**config.mk**
```make
export PLATFORM = sky130hd
export DESIGN_NAME = isa_alu
export DESIGN_NICKNAME = d
export VERILOG_FILES = /design/src/rtl/isa_alu_pkg.sv /design/src/rtl/isa_alu_decode.sv /design/src/rtl/isa_alu_operand.sv /design/src/rtl/isa_alu_exec.sv /design/src/rtl/isa_alu.sv
export SDC_FILE = /design/constraint.sdc
export NUM_CORES = 1
export LEC_CHECK = 0
export BUFFER_PORTS_ARGS = -buffer_cell sky130_fd_sc_hd__buf_2
export CAP_MARGIN = 10
export CORE_ASPECT_RATIO = 1.4
export CORE_UTILIZATION = 25
export DETAILED_ROUTE_END_ITERATION = 10
export PLACE_DENSITY = 0.38
export SLEW_MARGIN = 20
export SYNTH_ARGS = -nofsm -noshare
export SYNTH_HDL_FRONTEND = slang
export SYNTH_SLANG_ARGS = --single-unit
```
**constraint.sdc**
```tcl
create_clock -name vclk -period 5.6
set_input_delay 0.28 -clock vclk [all_inputs]
set_output_delay 0.28 -clock vclk [all_outputs]
set_load 0.05 [all_outputs]
```
**src/rtl/isa_alu_pkg.sv**
```systemverilog
package isa_alu_pkg;
  localparam int INSTR_W = 32;
  localparam int OP_W    = 6;
  localparam int REG_W   = 5;
  localparam int SHAMT_W = 5;
  localparam int IMM_W   = 16;

  localparam logic [OP_W-1:0] OPC_REG  = 6'h00;
  localparam logic [OP_W-1:0] OPC_ADDI = 6'h08;
  localparam logic [OP_W-1:0] OPC_SLTI = 6'h0A;
  localparam logic [OP_W-1:0] OPC_ANDI = 6'h0C;
  localparam logic [OP_W-1:0] OPC_ORI  = 6'h0D;
  localparam logic [OP_W-1:0] OPC_LUI  = 6'h0F;

  localparam logic [5:0] FN_SLL = 6'h00;
  localparam logic [5:0] FN_SRL = 6'h02;
  localparam logic [5:0] FN_ADD = 6'h20;
  localparam logic [5:0] FN_SUB = 6'h22;
  localparam logic [5:0] FN_AND = 6'h24;
  localparam logic [5:0] FN_OR  = 6'h25;
  localparam logic [5:0] FN_NOR = 6'h27;
  localparam logic [5:0] FN_SLT = 6'h2A;

  typedef enum logic [3:0] {
    K_ADD, K_SUB, K_AND, K_OR, K_NOR, K_SLT, K_SLL, K_SRL, K_LUI
  } alu_kind_e;

  typedef enum logic [1:0] {
    B_REG, B_SEXT, B_ZEXT
  } bsrc_e;

  typedef struct packed {
    alu_kind_e          kind;
    bsrc_e              bsrc;
    logic [REG_W-1:0]   dest;
    logic [SHAMT_W-1:0] shamt;
    logic [IMM_W-1:0]   imm;
    logic               bad;
  } dec_t;

  function automatic logic [31:0] f_sext(input logic [IMM_W-1:0] v);
    return {{(32-IMM_W){v[IMM_W-1]}}, v};
  endfunction

  function automatic logic [31:0] f_zext(input logic [IMM_W-1:0] v);
    return {{(32-IMM_W){1'b0}}, v};
  endfunction

  function automatic logic [31:0] f_less(input logic [31:0] a, input logic [31:0] b);
    return {31'd0, $signed(a) < $signed(b)};
  endfunction

  function automatic logic [31:0] f_upper(input logic [31:0] b);
    return b << IMM_W;
  endfunction
endpackage

```
**src/rtl/isa_alu_decode.sv**
```systemverilog
module isa_alu_decode
  import isa_alu_pkg::*;
(
  input  logic [INSTR_W-1:0] instr,
  output dec_t               dec
);
  logic [OP_W-1:0] op;
  logic [5:0]      fn;
  logic            reg_fmt;

  assign op      = instr[31:26];
  assign fn      = instr[5:0];
  assign reg_fmt = (op == OPC_REG);

  always_comb begin
    dec.kind  = K_ADD;
    dec.bsrc  = B_REG;
    dec.dest  = reg_fmt ? instr[15:11] : instr[20:16];
    dec.shamt = instr[10:6];
    dec.imm   = instr[15:0];
    dec.bad   = 1'b0;
    case (op)
      OPC_REG: begin
        case (fn)
          FN_ADD:  dec.kind = K_ADD;
          FN_SUB:  dec.kind = K_SUB;
          FN_AND:  dec.kind = K_AND;
          FN_OR:   dec.kind = K_OR;
          FN_NOR:  dec.kind = K_NOR;
          FN_SLT:  dec.kind = K_SLT;
          FN_SLL:  dec.kind = K_SLL;
          FN_SRL:  dec.kind = K_SRL;
          default: dec.bad  = 1'b1;
        endcase
      end
      OPC_ADDI: begin dec.kind = K_ADD; dec.bsrc = B_SEXT; end
      OPC_SLTI: begin dec.kind = K_SLT; dec.bsrc = B_SEXT; end
      OPC_ANDI: begin dec.kind = K_AND; dec.bsrc = B_ZEXT; end
      OPC_ORI:  begin dec.kind = K_OR;  dec.bsrc = B_ZEXT; end
      OPC_LUI:  begin dec.kind = K_LUI; dec.bsrc = B_ZEXT; end
      default:  dec.bad = 1'b1;
    endcase
  end

  // immediate-format instructions write rt
  always_comb begin
    if (!reg_fmt && !dec.bad)
      a_r6_dest_is_rt: assert (dec.dest == instr[20:16]);
  end
endmodule

```
**src/rtl/isa_alu_operand.sv**
```systemverilog
module isa_alu_operand
  import isa_alu_pkg::*;
(
  input  bsrc_e            bsrc,
  input  logic [IMM_W-1:0] imm,
  input  logic [31:0]      rt_val,
  output logic [31:0]      b_op
);
  always_comb begin
    case (bsrc)
      B_SEXT:  b_op = f_sext(imm);
      B_ZEXT:  b_op = f_zext(imm);
      default: b_op = rt_val;
    endcase
  end

  // zero-extended operand never has upper bits set
  always_comb begin
    if (bsrc == B_ZEXT)
      a_r7_zext_upper: assert (b_op[31:IMM_W] == '0);
  end
endmodule

```
**src/rtl/isa_alu_exec.sv**
```systemverilog
module isa_alu_exec
  import isa_alu_pkg::*;
(
  input  alu_kind_e          kind,
  input  logic [SHAMT_W-1:0] shamt,
  input  logic [31:0]        a_op,
  input  logic [31:0]        b_op,
  output logic [31:0]        y
);
  always_comb begin
    case (kind)
      K_ADD:   y = a_op + b_op;
      K_SUB:   y = a_op - b_op;
      K_AND:   y = a_op & b_op;
      K_OR:    y = a_op | b_op;
      K_NOR:   y = ~(a_op | b_op);
      K_SLT:   y = f_less(a_op, b_op);
      K_SLL:   y = b_op << shamt;
      K_SRL:   y = b_op >> shamt;
      K_LUI:   y = f_upper(b_op);
      default: y = '0;
    endcase
  end

  always_comb begin
    // difference plus subtrahend gives back the minuend
    if (kind == K_SUB) a_r2_sub_inverse: assert (y + b_op == a_op);
    // compare result is a single bit
    if (kind == K_SLT) a_r4_slt_bool: assert (y[31:1] == '0);
    // logical right shift never carries the top bit in
    if (kind == K_SRL && shamt != '0) a_r5_srl_fill: assert (y[31] == 1'b0);
    // lui clears the low half
    if (kind == K_LUI) a_r8_lui_low: assert (y[IMM_W-1:0] == '0);
  end
endmodule

```
**src/rtl/isa_alu.sv**
```systemverilog
module isa_alu
  import isa_alu_pkg::*;
(
  input  logic [31:0] instr,
  input  logic [31:0] rs_val,
  input  logic [31:0] rt_val,
  output logic [31:0] result,
  output logic [4:0]  dest,
  output logic        illegal
);
  dec_t        dec;
  logic [31:0] b_op;
  logic [31:0] exec_y;

  isa_alu_decode u_decode (
    .instr (instr),
    .dec   (dec)
  );

  isa_alu_operand u_operand (
    .bsrc   (dec.bsrc),
    .imm    (dec.imm),
    .rt_val (rt_val),
    .b_op   (b_op)
  );

  isa_alu_exec u_exec (
    .kind  (dec.kind),
    .shamt (dec.shamt),
    .a_op  (rs_val),
    .b_op  (b_op),
    .y     (exec_y)
  );

  assign illegal = dec.bad;
  assign result  = dec.bad ? '0 : exec_y;
  assign dest    = dec.bad ? '0 : dec.dest;

  // unsupported encodings leave no result or destination
  always_comb begin
    if (illegal) a_r9_illegal_quiet: assert (result == '0 && dest == '0);
  end
endmodule

```
==> results.toml <==
[finish]
nFillCells = 4249
design.seq.count = 0
area_delta_synth_final_pct = 17.18
final_core_util = 0.2981
multiInputGateArea_um2 = 8731
final_layout_size_suffix_gt1_frac = 0.1971
layout.area.seq_um2 = 0
diodes = 0
final_nets = 1766
nClkBuffers = 0

[synth]
syn-cell-area_um2 = 9572
syn_area_per_cell_um2 = 6.597
synth_warnings = 0
syn_inst = 1451
synth_cell_types = 86
synthDominantAreaCellType = "ha_1"
yosys-top-cells-area = "ha_1 (13%), mux4_2 (7.3%), nand2_1 (5.8%)"
syn_nets = 1647
yosysTopAreaCellShare = 0.1281
ys_seq_area_frac = 0

[place]
dp.final_hpwl_mm = 43.14
routabilityCongestion = 0.9873
io_buffers = 129
pre_cts_ws_ns = 0.1511

[min_path]
hold_end = "dest[2]"
min_from = "instr[18]"
hp-class = "in -> out"
hold_depth = 4

[sta]
fmax_ghz = 0.1896
finalSetupViolations = 0
rsz0062_at_grt = "no"
period_needed_ns = 5.274
hold_viol_final = 0
finalMaxSlewViolations = 0
finalWorstSetupSlack_ns = 0.3260
tightest_slew_ns = 1.097
period_share = 0.9418
final.setup.tns_ns = 0
slew_headroom = 0.2687
worst_hold_slack_ns = 0.9570

[worst_setup_path]
crit_path_end_kind = "output pin"
cp-startpoint = "instr[26]"
worstPathCellList = "buf_2 > nand2b_1 > and3_1 > ha_4 > buf_12 > a21o_1 > o21a_1 > inv_1 > ha_1 > buf_4 > inv_1 > o22ai_1 > o41ai_1 > o221ai_1 > o21a_1 > xnor2_1 > a211oi_1 > a21oi_1 > buf_2"
start_kind = "input port"
crit_slowest_cell = "ha_4"
critical_path_arrival_ns = 4.99
cp.required_ns = 5.32
critPathMaxStageDelay_ns = 0.44
cp_top_family = "compound AO/OA/AOI/OAI gates"
critPathMaxFanout = 25
path_buf_inv = 6
worstSetupPathType = "in -> out"

[floorplan]
rows = 84
design.portCount = 134
design.core.area_um2 = 37630
initial_core_util = 0.2544
die_area_um2 = 39080
die_y_um = 233.5
die_w_um = 167.4

[route]
firstDrtPassIters = 5
via_count = 12030
drtAntennaViolNets = 0
viasPerCell = 5.893
drc_errors = 0
wl_mm = 52.48
wl_per_cell_um = 25.71
drt_iter0_markers = 974

[global_routing]
antenna_found_initial = 0
grt_pass1_wl_mm = 76.60
grt_usage = 0.2614
grt_pass1_vias = 11660
grt_max_degree = 70
overflow = 0

[run]
cap_violations = 0

[outcome]
status = "finished, final reports clean"

[pwr]
p_leak_nw = 4.972
p_per_area_nw_per_um2 = 112.5
total_power_mw = 1.262
peakVddDrop_mv = 0.03564

[clock_tree]
postCtsHoldBufs = 0
==> layout make-up <==
cell class,instances,area share
inverter,105,0.03514
multi-input combinational,1230,0.7784
tap,473,0.05277
timing repair buffer,233,0.1336
==> cells in the final DEF (no fill, tap or decap), types with 11 or more instances in the layout <==
cell / count
a211oi_1: 22
a21o_1: 14
a21oi_1: 108
a22oi_1: 27
a31oi_1: 32
and3_1: 13
buf_2: 125
buf_4: 102
ha_1: 96
inv_1: 99
mux2_2: 11
mux2i_1: 53
mux4_2: 31
nand2_1: 148
nand2b_1: 26
nand3_1: 52
nand4_1: 21
nor2_1: 131
nor2b_1: 12
nor3_1: 34
o211ai_1: 38
o21a_1: 23
o21ai_0: 84
o21bai_1: 11
o22ai_1: 36
xnor2_1: 19
==> report_power, final <==
part	total, mW	switching (mW)	internal, mW
Combinational	1.26	0.799	0.463
Clock	0	0	0
Sequential	0	0	0
==> synthesized netlist by cell type (all sizes together) (26+ instances only) <==
library cell,n
nand2b,26
mux2i,53
clkbuf,72
nor3,36
ha,98
o22ai,37
o21ai,93
a21oi,108
buf,44
o211ai,38
inv,101
a31oi,32
nor2,133
nand2,149
a22oi,31
nand3,52
mux4,31
==> metal layers <==
layer  wire [um]  up-vias  global-route usage  part of all wire
met3        2248       94             0.01474             0.043
met1       22700     5839              0.3347              0.43
li1            -     5648                   -                 -
met4        2601        0              0.1104             0.050
met2       24940      446              0.4530              0.48
met5           0        -                   0                 0
==> cells by family (layout without fill, tap and decap cells) <==
kind of cell / Yosys count / after routing / share of synthesized area
buffers and inverters: 221 / 338 / 0.09281
muxes: 95 / 95 / 0.1413
adders and majority gates: 100 / 100 / 0.1323
and+or+nand+nor: 495 / 495 / 0.2480
AOI/OAI and AO/OA: 515 / 515 / 0.3627
xor gates and xnor gates: 25 / 25 / 0.02288
==> metrics by stage <==
step                      area [um^2]  instances
after floorplan                  9572       1451
after global placement          11170       2041
after detailed placement        11170       2041
after CTS                       11170       2041
after global routing            11220       2041
final                           11220       2041
==> worst max path at each step <==
stage	to	slack (ns)	depth (start not counted)
2_1_floorplan	result[26]	0.08	22
3_3_place_gp	result[30]	0.18	17
3_5_place_dp	result[0]	0.15	20
4_1_cts	result[0]	0.12	20
5_1_grt	result[31]	0.002	22
6_report	result[29]	0.33	19
==> timing repair <==
action | in CTS | in global routing
setup buffers | 0 | 0
resized for setup | 0 | 10
hold endpoints to repair | 0 | 0
setup endpoints to repair | 0 | 13
(Power assumes the default switching activity.)
